===== src/rtl/flash_bist_pkg.sv =====
package flash_bist_pkg;

  typedef enum logic [1:0] {
    OP_NONE  = 2'd0,
    OP_ERASE = 2'd1,
    OP_PROG  = 2'd2,
    OP_READ  = 2'd3
  } flash_op_e;

  localparam int ELEM_W   = 3;
  localparam int NUM_ELEM = 6;

  typedef struct packed {
    logic       is_erase;
    logic       ascend;
    logic [1:0] nops;
  } elem_info_t;

  // Element table of the march: erase, down(r1,p0,r0), down(r0), erase, up(r1,p0,r0), up(r0)
  function automatic elem_info_t elem_info(logic [ELEM_W-1:0] e);
    elem_info_t i;
    i.is_erase = 1'b0;
    i.ascend   = 1'b0;
    i.nops     = 2'd1;
    case (e)
      3'd0, 3'd3: i.is_erase = 1'b1;
      3'd1:       i.nops = 2'd3;
      3'd2:       i.nops = 2'd1;
      3'd4:       begin i.ascend = 1'b1; i.nops = 2'd3; end
      default:    i.ascend = 1'b1;
    endcase
    return i;
  endfunction

  function automatic flash_op_e step_op(logic [ELEM_W-1:0] e, logic [1:0] k);
    elem_info_t i;
    i = elem_info(e);
    if (i.is_erase) return OP_ERASE;
    if (i.nops == 2'd3 && k == 2'd1) return OP_PROG;
    return OP_READ;
  endfunction

  // Expected read value: ones only for the first read of a three-step element
  function automatic logic expect_ones(logic [ELEM_W-1:0] e, logic [1:0] k);
    elem_info_t i;
    i = elem_info(e);
    return (i.nops == 2'd3) && (k == 2'd0);
  endfunction

endpackage


===== src/rtl/flash_march_seq.sv =====
module flash_march_seq
  import flash_bist_pkg::*;
#(
  parameter int AW = 4,
  parameter int DW = 8
) (
  input  logic              clk,
  input  logic              rst,
  input  logic              start,
  input  logic              arr_ready,
  input  logic [DW-1:0]     arr_rdata,
  output logic              cmd_erase,
  output logic              cmd_prog,
  output logic              cmd_read,
  output logic [AW-1:0]     cmd_addr,
  output logic [DW-1:0]     cmd_wdata,
  output logic              running,
  output logic              done,
  output logic              fail,
  output logic              cap_valid,
  output logic [ELEM_W-1:0] cap_elem,
  output logic [AW-1:0]     cap_addr
);

  localparam logic [AW-1:0]     ADDR_MAX  = {AW{1'b1}};
  localparam logic [ELEM_W-1:0] LAST_ELEM = ELEM_W'(NUM_ELEM - 1);

  typedef enum logic [2:0] {S_IDLE, S_ISSUE, S_SETTLE, S_WAIT, S_CHECK} seq_state_e;

  seq_state_e        state;
  logic [ELEM_W-1:0] elem, elem_n;
  logic [1:0]        opk, opk_n;
  logic [AW-1:0]     addr, addr_n;
  logic              finish_n;
  logic              done_q, fail_q;
  elem_info_t        ei, ei_next;
  flash_op_e         cur_op;
  logic              last_op, last_addr, mismatch;

  assign ei      = elem_info(elem);
  assign ei_next = elem_info(elem + ELEM_W'(1));
  assign cur_op  = step_op(elem, opk);

  // Next position in the march
  always_comb begin
    elem_n    = elem;
    opk_n     = opk;
    addr_n    = addr;
    finish_n  = 1'b0;
    last_op   = ei.is_erase || (opk == ei.nops - 2'd1);
    last_addr = ei.is_erase || (ei.ascend ? (addr == ADDR_MAX) : (addr == '0));
    if (!last_op) begin
      opk_n = opk + 2'd1;
    end else if (!last_addr) begin
      opk_n  = 2'd0;
      addr_n = ei.ascend ? addr + AW'(1) : addr - AW'(1);
    end else if (elem == LAST_ELEM) begin
      finish_n = 1'b1;
    end else begin
      elem_n = elem + ELEM_W'(1);
      opk_n  = 2'd0;
      addr_n = ei_next.ascend ? '0 : ADDR_MAX;
    end
  end

  assign mismatch = (arr_rdata != {DW{expect_ones(elem, opk)}});

  always_ff @(posedge clk) begin
    if (rst) begin
      state  <= S_IDLE;
      elem   <= '0;
      opk    <= '0;
      addr   <= ADDR_MAX;
      done_q <= 1'b0;
      fail_q <= 1'b0;
    end else begin
      case (state)
        S_IDLE: begin
          if (start) begin
            state  <= S_ISSUE;
            elem   <= '0;
            opk    <= '0;
            addr   <= ADDR_MAX;
            done_q <= 1'b0;
            fail_q <= 1'b0;
          end
        end
        S_ISSUE:  state <= (cur_op == OP_READ) ? S_CHECK : S_SETTLE;
        S_SETTLE: state <= S_WAIT;
        S_WAIT: begin
          if (arr_ready) begin
            elem  <= elem_n;
            opk   <= opk_n;
            addr  <= addr_n;
            state <= finish_n ? S_IDLE : S_ISSUE;
            if (finish_n) done_q <= 1'b1;
          end
        end
        S_CHECK: begin
          if (mismatch) fail_q <= 1'b1;
          elem  <= elem_n;
          opk   <= opk_n;
          addr  <= addr_n;
          state <= finish_n ? S_IDLE : S_ISSUE;
          if (finish_n) done_q <= 1'b1;
        end
        default: state <= S_IDLE;
      endcase
    end
  end

  assign cmd_erase = (state == S_ISSUE) && (cur_op == OP_ERASE);
  assign cmd_prog  = (state == S_ISSUE) && (cur_op == OP_PROG);
  assign cmd_read  = (state == S_ISSUE) && (cur_op == OP_READ);
  assign cmd_addr  = addr;
  assign cmd_wdata = '0;
  assign running   = (state != S_IDLE);
  assign done      = done_q;
  assign fail      = fail_q;
  assign cap_valid = (state == S_CHECK) && mismatch && !fail_q;
  assign cap_elem  = elem;
  assign cap_addr  = addr;

  p_onehot_r5: assert property (@(posedge clk) disable iff (rst)
    $onehot0({cmd_erase, cmd_prog, cmd_read}));

  p_single_pulse_r5: assert property (@(posedge clk) disable iff (rst)
    (cmd_erase || cmd_prog) |=> !(cmd_erase || cmd_prog));

  p_stall_busy_r6: assert property (@(posedge clk) disable iff (rst)
    (state == S_WAIT && !arr_ready) |=> !(cmd_erase || cmd_prog || cmd_read));

  p_fail_sticky_r7: assert property (@(posedge clk) disable iff (rst)
    (fail_q && !start) |=> fail_q);

  p_done_hold_r10: assert property (@(posedge clk) disable iff (rst)
    (done_q && !start) |=> done_q);

endmodule


===== src/rtl/flash_bist_report.sv =====
module flash_bist_report
  import flash_bist_pkg::*;
#(
  parameter int AW = 4
) (
  input  logic              clk,
  input  logic              rst,
  input  logic              clear,
  input  logic              running,
  input  logic              cap_valid,
  input  logic [ELEM_W-1:0] cap_elem,
  input  logic [AW-1:0]     cap_addr,
  input  logic              shift_en,
  input  logic              ser_in,
  output logic              ser_out
);

  localparam int RW = 1 + ELEM_W + AW;

  logic [RW-1:0] chain;

  always_ff @(posedge clk) begin
    if (rst || clear) begin
      chain <= '0;
    end else if (cap_valid) begin
      chain <= {1'b1, cap_elem, cap_addr};
    end else if (shift_en && !running) begin
      chain <= {chain[RW-2:0], ser_in};
    end
  end

  assign ser_out = chain[RW-1];

  p_keep_first_r8: assert property (@(posedge clk) disable iff (rst)
    (running && chain[RW-1] && !clear) |=> $stable(chain));

endmodule


===== src/rtl/flash_test_collar.sv =====
module flash_test_collar #(
  parameter int AW = 4,
  parameter int DW = 8
) (
  input  logic          bist_sel,
  input  logic [AW-1:0] b_addr,
  input  logic [DW-1:0] b_wdata,
  input  logic          b_erase,
  input  logic          b_prog,
  input  logic          b_read,
  input  logic [AW-1:0] fn_addr,
  input  logic [DW-1:0] fn_wdata,
  input  logic          fn_erase,
  input  logic          fn_prog,
  input  logic          fn_read,
  output logic [DW-1:0] fn_rdata,
  output logic          fn_ready,
  output logic [AW-1:0] arr_addr,
  output logic [DW-1:0] arr_wdata,
  output logic          arr_erase,
  output logic          arr_prog,
  output logic          arr_read,
  input  logic [DW-1:0] arr_rdata,
  input  logic          arr_ready
);

  always_comb begin
    if (bist_sel) begin
      arr_addr  = b_addr;
      arr_wdata = b_wdata;
      arr_erase = b_erase;
      arr_prog  = b_prog;
      arr_read  = b_read;
    end else begin
      arr_addr  = fn_addr;
      arr_wdata = fn_wdata;
      arr_erase = fn_erase;
      arr_prog  = fn_prog;
      arr_read  = fn_read;
    end
  end

  assign fn_rdata = arr_rdata;
  assign fn_ready = arr_ready;

endmodule


===== src/rtl/flash_march_bist.sv =====
module flash_march_bist
  import flash_bist_pkg::*;
#(
  parameter int AW = 4,
  parameter int DW = 8
) (
  input  logic          clk,
  input  logic          rst,
  input  logic          bist_sel,
  input  logic          bist_start,
  input  logic          shift_en,
  input  logic          ser_in,
  output logic          ser_out,
  output logic          bist_done,
  output logic          bist_fail,
  input  logic [AW-1:0] fn_addr,
  input  logic [DW-1:0] fn_wdata,
  input  logic          fn_erase,
  input  logic          fn_prog,
  input  logic          fn_read,
  output logic [DW-1:0] fn_rdata,
  output logic          fn_ready,
  output logic [AW-1:0] arr_addr,
  output logic [DW-1:0] arr_wdata,
  output logic          arr_erase,
  output logic          arr_prog,
  output logic          arr_read,
  input  logic [DW-1:0] arr_rdata,
  input  logic          arr_ready
);

  logic              start_ok, running;
  logic              s_erase, s_prog, s_read;
  logic [AW-1:0]     s_addr;
  logic [DW-1:0]     s_wdata;
  logic              cap_valid;
  logic [ELEM_W-1:0] cap_elem;
  logic [AW-1:0]     cap_addr;

  assign start_ok = bist_start && bist_sel && !running;

  flash_march_seq #(.AW(AW), .DW(DW)) u_seq (
    .clk(clk), .rst(rst), .start(start_ok),
    .arr_ready(arr_ready), .arr_rdata(arr_rdata),
    .cmd_erase(s_erase), .cmd_prog(s_prog), .cmd_read(s_read),
    .cmd_addr(s_addr), .cmd_wdata(s_wdata),
    .running(running), .done(bist_done), .fail(bist_fail),
    .cap_valid(cap_valid), .cap_elem(cap_elem), .cap_addr(cap_addr)
  );

  flash_bist_report #(.AW(AW)) u_report (
    .clk(clk), .rst(rst), .clear(start_ok), .running(running),
    .cap_valid(cap_valid), .cap_elem(cap_elem), .cap_addr(cap_addr),
    .shift_en(shift_en), .ser_in(ser_in), .ser_out(ser_out)
  );

  flash_test_collar #(.AW(AW), .DW(DW)) u_collar (
    .bist_sel(bist_sel),
    .b_addr(s_addr), .b_wdata(s_wdata), .b_erase(s_erase), .b_prog(s_prog), .b_read(s_read),
    .fn_addr(fn_addr), .fn_wdata(fn_wdata), .fn_erase(fn_erase), .fn_prog(fn_prog),
    .fn_read(fn_read), .fn_rdata(fn_rdata), .fn_ready(fn_ready),
    .arr_addr(arr_addr), .arr_wdata(arr_wdata), .arr_erase(arr_erase),
    .arr_prog(arr_prog), .arr_read(arr_read), .arr_rdata(arr_rdata), .arr_ready(arr_ready)
  );

endmodule


===== config.mk =====
export PLATFORM = sky130hd
export DESIGN_NAME = flash_march_bist
export DESIGN_NICKNAME = d
export VERILOG_FILES = /design/src/rtl/flash_bist_pkg.sv /design/src/rtl/flash_march_seq.sv /design/src/rtl/flash_bist_report.sv /design/src/rtl/flash_test_collar.sv /design/src/rtl/flash_march_bist.sv
export SDC_FILE = /design/constraint.sdc
export NUM_CORES = 1
export LEC_CHECK = 0
export BUFFER_PORTS_ARGS = -buffer_cell sky130_fd_sc_hd__buf_2
export CORE_ASPECT_RATIO = 1.1
export CORE_MARGIN = 4
export CORE_UTILIZATION = 25
export DETAILED_ROUTE_END_ITERATION = 10
export PLACE_DENSITY = 0.52
export REMOVE_ABC_BUFFERS = 1
export SYNTH_ARGS = -nofsm -noshare
export SYNTH_HDL_FRONTEND = slang
export SYNTH_HIERARCHICAL = 1
export SYNTH_SLANG_ARGS = --single-unit

===== constraint.sdc =====
create_clock -name clk -period 6.5 [get_ports clk]
set_input_delay 1.625 -clock clk [delete_from_list [all_inputs] [get_ports clk]]
set_output_delay 1.625 -clock clk [all_outputs]
set_load 0.05 [all_outputs]

==> results of run 1 <==
==> worst max-delay path, cell delays in order <==
cell,delay [ns]
buf_2,0.37
mux2_2,0.38
buf_2,0.21
==> stage by stage <==
stage,utilization [%],instances
global placement,28.6,361
CTS,29.3,365
detailed placement,28.6,361
finish,29.3,365
floorplan,-,200
global route,29.3,365
==> worst paths after layout <==
kind | startpoint | depth (start not counted) | endpoint
max reg2reg | u_seq/cap_elem[0]$_SDFFE_PP0P_ | 11 | u_seq/cap_addr[3]$_SDFFE_PP1P_
min | u_seq/fail$_SDFFE_PP0P_ | 2 | u_seq/fail$_SDFFE_PP0P_
min reg2reg | u_seq/fail$_SDFFE_PP0P_ | 2 | u_seq/fail$_SDFFE_PP0P_
max | bist_sel | 3 | arr_erase
==> cells in the mapped netlist, drive strengths merged, types with 3 or more instances <==
library cell	instances
a21oi	15
nor2b	3
inv	7
mux2	16
nand3	6
or3	4
clkbuf	5
and2	3
dfxtp	22
nor3	6
a221oi	4
nand4	3
nand2	15
buf	27
mux2i	10
nor2	14
ha	10
o21ai	14
nor4	6
==> flip-flops by register name, indices dropped and copies added, names as in the netlist <==
signal	flops
u_seq/cap_addr	4
u_seq/fail	1
u_seq/opk	2
u_seq/done	1
u_seq/cap_elem	3
u_seq/state	3
u_report/chain	8
==> cells by family (layout without fill, tap and decap cells) <==
| group | count (synthesis) | count (layout) | synth area share, % |
|---|---|---|---|
| simple gates | 71 | 71 | 19.7 |
| compound gates | 54 | 54 | 20.2 |
| other cells | 1 | 8 | 0.190 |
| mux | 26 | 26 | 16.3 |
| buf+inv | 39 | 67 | 13.7 |
| flops | 22 | 22 | 22.3 |
| xor+xnor | 1 | 1 | 0.443 |
| fa+ha+maj | 11 | 11 | 7.34 |
==> power by group through the flow <==
| stage | registers (mW) | logic (mW) | clock network [mW] |
|---|---|---|---|
| floorplan | 0.155 | 0.0921 | 0 |
| global placement | 0.155 | 0.139 | 0 |
| detailed placement | 0.156 | 0.140 | 0 |
| CTS | 0.153 | 0.141 | 0.105 |
| global route | 0.155 | 0.151 | 0.108 |
| finish | 0.153 | 0.140 | 0.102 |
==> metal layers <==
metal  vias up  global-route usage (%)
met5         -                       0
met4         0                    3.38
met3        10                    1.93
met2        57                    17.1
met1       766                    12.3
li1        870                       -
==> area by class of cell <==
type                    instances  area (sq um)  area share (%)
multi-input cells             171          1290            58.1
flip-flops and latches         22           440            19.8
repair buffers                 56           280            12.6
well taps                     105           131            5.90
clock buffers                   4          55.1            2.47
inverters                       7          26.3            1.18
==> impl_metrics.tcl, run 1 <==
set metrics [dict create \
    cts_buffer_depth 2 \
    grtUsageTotal_pct 9.88 \
    drt_iter0_drc 153 \
    place_ws_ns 2.26 \
    r2r_slack_ns 3.38 \
    fin_crit_sh_pct 64.8 \
    synth_edf_count 0 \
    antenna_found_initial 0 \
    htree_num_levels 1 \
    relSlewSlack_pct 57.0 \
    diodes 0 \
    synth_cell_types 61 \
    die_w_um 92.8 \
    grt_pass1_vias 1674 \
    clk_pin_slew_worst_paths_ns 0.08 \
    fin_hold_ws_ns 0.490 \
    routedWlPerCell_um 12.7 \
    critPathLaunchType "primary input" \
    die-area_sq_um 9400 \
    switching_share_pct 38.3 \
    gp_congestion 0.804 \
    clkPwrFrac_pct 25.9 \
    final_common_cell "buf_2" \
    combPwrFrac_pct 35.4 \
    wl_mm 4.65 \
    viasPerCell 4.67 \
    cts_resized 0 \
    numPortBuffers 56 \
    io_pins 57 \
    fmax_mhz 237 \
    drive_above_1_share_pct 33.1 \
    drc 0 \
    nets 302 \
    worstMarginPinSlew_ns 0.642 \
    grt_max_degree 17 \
    grt_pass1_wl_mm 7.73 \
    async_flop_share_pct 0 \
    vias 1703 \
    ys.flop_type "dfxtp_1" \
    worstSetupEndpointType "output port" \
    numClockSinks 22 \
    dr_wl_met3_um 271 \
    required_ns 4.88 \
    p_total_uw 395 \
    p_leak_nw 0.895 \
    drt-pass1-iter-count 5 \
    min_period_ns 4.21 \
    synth_area_leader_cell "dfxtp_1" \
    yosysWarnings 6 \
    start_util_pct 26.0 \
    drtAntennaViolNets 0 \
    core-area_sq_um 7600 \
    gr-total-overflow 0 \
    met2_wirelength_mm 2.27 \
    crit_fanout 16 \
    p_per_area_nw_per_um2 177 \
    skew_ns 0.00263 \
    die_h_um 101 \
    final-hold-violation-count 0 \
    syn_area_sq_um 1980 \
    dpl.hpwl_mm 3.67 \
    outcome "completed" \
    yosysSeqAreaShare_pct 22.3 \
    rows 33 \
    dr.max_layer_used "met4" \
    setup-tns-final_ns 0 \
    grt_setup_unrepaired "false" \
    critical_path_class "primary input to output port" \
    cts_hold_buf 0 \
    synth-seq-cells 22 \
    cts_setup_buffers 0 \
    layout_common_cells "56 x buf_2, 22 x dfxtp_1, 15 x a21oi_1, 15 x nand2_1, 14 x nor2_1" \
    fillers 840 \
    p_switching_uw 151 \
    root_buffer "clkbuf_8" \
    cts_made_buffers 3 \
    worstHoldPathType "flop to flop" \
    timing.max_cap.violations 0 \
    drv_slew 0 \
    syn_inst 225 \
    arrival_ns 2.59 \
    placed_area_sq_um 2170 \
    clock_latency_ns 0.27 \
    finalSetupViolations 0 \
    synthTopCellsByArea "dfxtp_1 22%, mux2_4 8.3%, buf_4 8.0%" \
    synth_area_per_cell_sq_um 8.79 \
    synth_top_area_share_pct 22.3 \
    power_frac_seq_pct 38.6 \
    vdd_ir_drop_max_v 0.0000518 \
    drt-met1-wl_mm 2.05 \
    internal_power_uw 244 \
    area_delta_synth_final_pct 12.6 \
    cts_tree "done" \
    final_area_sq_um 2230 \
    timing.final.ws_setup_ns 2.29 \
]
Power figures use the tool's default switching activity.
==> run 2: changes to the inputs <==
--- a/config.mk
+++ b/config.mk
@@ -5,6 +5,7 @@
 export SDC_FILE = /design/constraint.sdc
 export NUM_CORES = 1
 export LEC_CHECK = 0
+export ABC_AREA = 1
 export BUFFER_PORTS_ARGS = -buffer_cell sky130_fd_sc_hd__buf_2
 export CORE_ASPECT_RATIO = 1.1
 export CORE_MARGIN = 4
==> constraint.sdc (replaced) <==
create_clock -name clk -period 4.2 [get_ports clk]
set_input_delay 1.05 -clock clk [delete_from_list [all_inputs] [get_ports clk]]
set_output_delay 1.05 -clock clk [all_outputs]
set_load 0.05 [all_outputs]
==> impl_metrics.tcl, run 2 <==
set metrics [dict create \
    area_delta_synth_final_pct 12.2 \
    synth_edf_count 0 \
    final_common_cell "nand2_1" \
    r2r_slack_ns 1.60 \
    clock_latency_ns 0.27 \
    syn_inst 309 \
    worstSetupEndpointType "output port" \
    finalSetupViolations 0 \
    wl_mm 4.52 \
    synth_top_area_share_pct 21.4 \
    core-area_sq_um 7960 \
    grt_pass1_vias 1713 \
    clk_pin_slew_worst_paths_ns 0.08 \
    p_per_area_nw_per_um2 454 \
    cp_top_family "simple AND/OR/NAND/NOR gates" \
    ys.flop_type "dfxtp_1" \
    async_flop_share_pct 0 \
    vdd_ir_drop_max_v 0.000141 \
    arrival_ns 1.94 \
    synth_area_per_cell_sq_um 6.65 \
    yosysSeqAreaShare_pct 21.4 \
    p_total_mw 1.05 \
    fmax_mhz 334 \
    p_leak_nw 1.21 \
    synth-seq-cells 22 \
    drc 0 \
    synth_cell_types 40 \
    drtAntennaViolNets 0 \
    largest_reg_flops 8 \
    worstMarginPinSlew_ns 0.946 \
    critPathBufInv 3 \
    timing.max_cap.violations 0 \
    synthTopCellsByCount "107 x nand2_1, 22 x dfxtp_1, 22 x inv_1" \
    layout_common_cells "107 x nand2_1, 56 x buf_2, 22 x inv_1, 22 x dfxtp_1, 21 x nand3_1" \
    relSlewSlack_pct 36.7 \
    crit_path_top_delay_cell "dfxtp_1" \
    start_util_pct 25.8 \
    setup-tns-final_ns 0 \
    crit_path_max_incr_delay_ns 0.43 \
    min_period_ns 2.99 \
    gr-total-overflow 0 \
    timing.final.ws_setup_ns 1.21 \
    fillers 900 \
    diodes 0 \
    crit_fanout 8 \
    cts_buffer_depth 2 \
    cts_hold_buf 0 \
    drv_slew 0 \
    worstHoldPathType "flop to flop" \
    drt-pass1-iter-count 4 \
    synth_area_leader_cell "dfxtp_1" \
    io_pins 57 \
    vias 1898 \
    grt_max_degree 18 \
    grt_setup_unrepaired "false" \
    fin_util_pct 29.0 \
    htree_num_levels 1 \
    cp_cell_sequence "inv_1 -> ha_1 -> nand2_1 -> nand2_2 -> inv_4 -> nand2_1 -> nor2_1 -> nand2_1 -> nand2_1 -> buf_2" \
    synthTopCellsByArea "dfxtp_1 21%, nand2_1 20%, buf_4 7.7%" \
    yosysWarnings 6 \
    cts_resized 0 \
    critPathLaunchType "flop" \
    cts_made_buffers 3 \
    viasPerCell 4.16 \
    final-hold-violation-count 0 \
    critical_path_class "flop to output port" \
    die_h_um 103 \
    cts_setup_buffers 0 \
    gp_congestion 0.737 \
    numClockSinks 22 \
    root_buffer "clkbuf_8" \
    nets 390 \
    place_ws_ns 1.34 \
    rows 34 \
    routedWlPerCell_um 9.92 \
    cts_tree "done" \
    grt_pass1_wl_mm 7.61 \
    dpl.hpwl_mm 3.70 \
    antenna_found_initial 0 \
    outcome "completed" \
    grtUsageTotal_pct 9.65 \
    die-area_sq_um 9740 \
    yosysMostFrequentCell "nand2_1" \
    required_ns 3.15 \
    numPortBuffers 56 \
    ff_latch_area_sq_um 440 \
    skew_ns 0.00572 \
    die_w_um 94.5 \
    critPathMostFrequentCell "nand2_1" \
    drive_above_1_share_pct 29.6 \
    syn_area_sq_um 2060 \
    multiInputGateArea_sq_um 1260 \
    regMostFlops "u_report/chain" \
    fin_crit_sh_pct 71.3 \
    drt_iter0_drc 29 \
]
[run 2: path summary, 6_finish.rpt]
path                                         end  cells after the start                      startpoint
setup reg to reg  u_report/chain[0]$_SDFFE_PP0P_                     13  u_seq/cap_elem[0]$_SDFFE_PP0P_
hold reg to reg   u_report/chain[7]$_SDFFE_PP0P_                      2  u_report/chain[7]$_SDFFE_PP0P_
setup / recovery                        arr_prog                     10  u_seq/cap_elem[0]$_SDFFE_PP0P_
hold / removal    u_report/chain[7]$_SDFFE_PP0P_                      2  u_report/chain[7]$_SDFFE_PP0P_
[run 2: cells by family after synthesis]
family          count (synthesis)  synth area share (%)
simple gates                  184                  43.9
buf+inv                        59                  18.4
compound gates                 31                  8.64
flops                          22                  21.4
fa+ha+maj                      11                  7.06
xor+xnor                        1                 0.426
other cells                     1                 0.182
[run 2: where the power goes]
| part | internal, mW | switching [mW] |
|---|---|---|
| clock | 0.0837 | 0.0725 |
| combinational | 0.196 | 0.398 |
| sequential | 0.245 | 0.0516 |
[run 2: metal layers]
layer	vias to the layer above	track usage (%)	routed length (um)
li1	1026	-	-
met3	6	1.31	141
met4	0	3.00	37
met5	-	0	0
met2	27	17.8	2280
met1	839	11.6	2060
[run 2: stage by stage]
step                instance area [sq um]  hold slack, ns  std cells
floorplan                            1840           0.459        288
global placement                     2250           0.468        452
detailed placement                   2250           0.472        452
CTS                                  2310           0.484        456
global route                         2310           0.506        456
finish                               2310           0.480        456
[run 2: tightest hold or removal path, cell delays in order, from the launching register on]
cell and delay (ns):
dfxtp_1 0.31, nand3_1 0.07, a21oi_1 0.06
[run 2: layout make-up]
type	instances	share of cell area [%]
clock buffer	4	2.39
inverter	31	5.70
tap	108	5.86
sequential	22	19.1
timing repair buffer	56	12.2
multi-input combinational	235	54.8
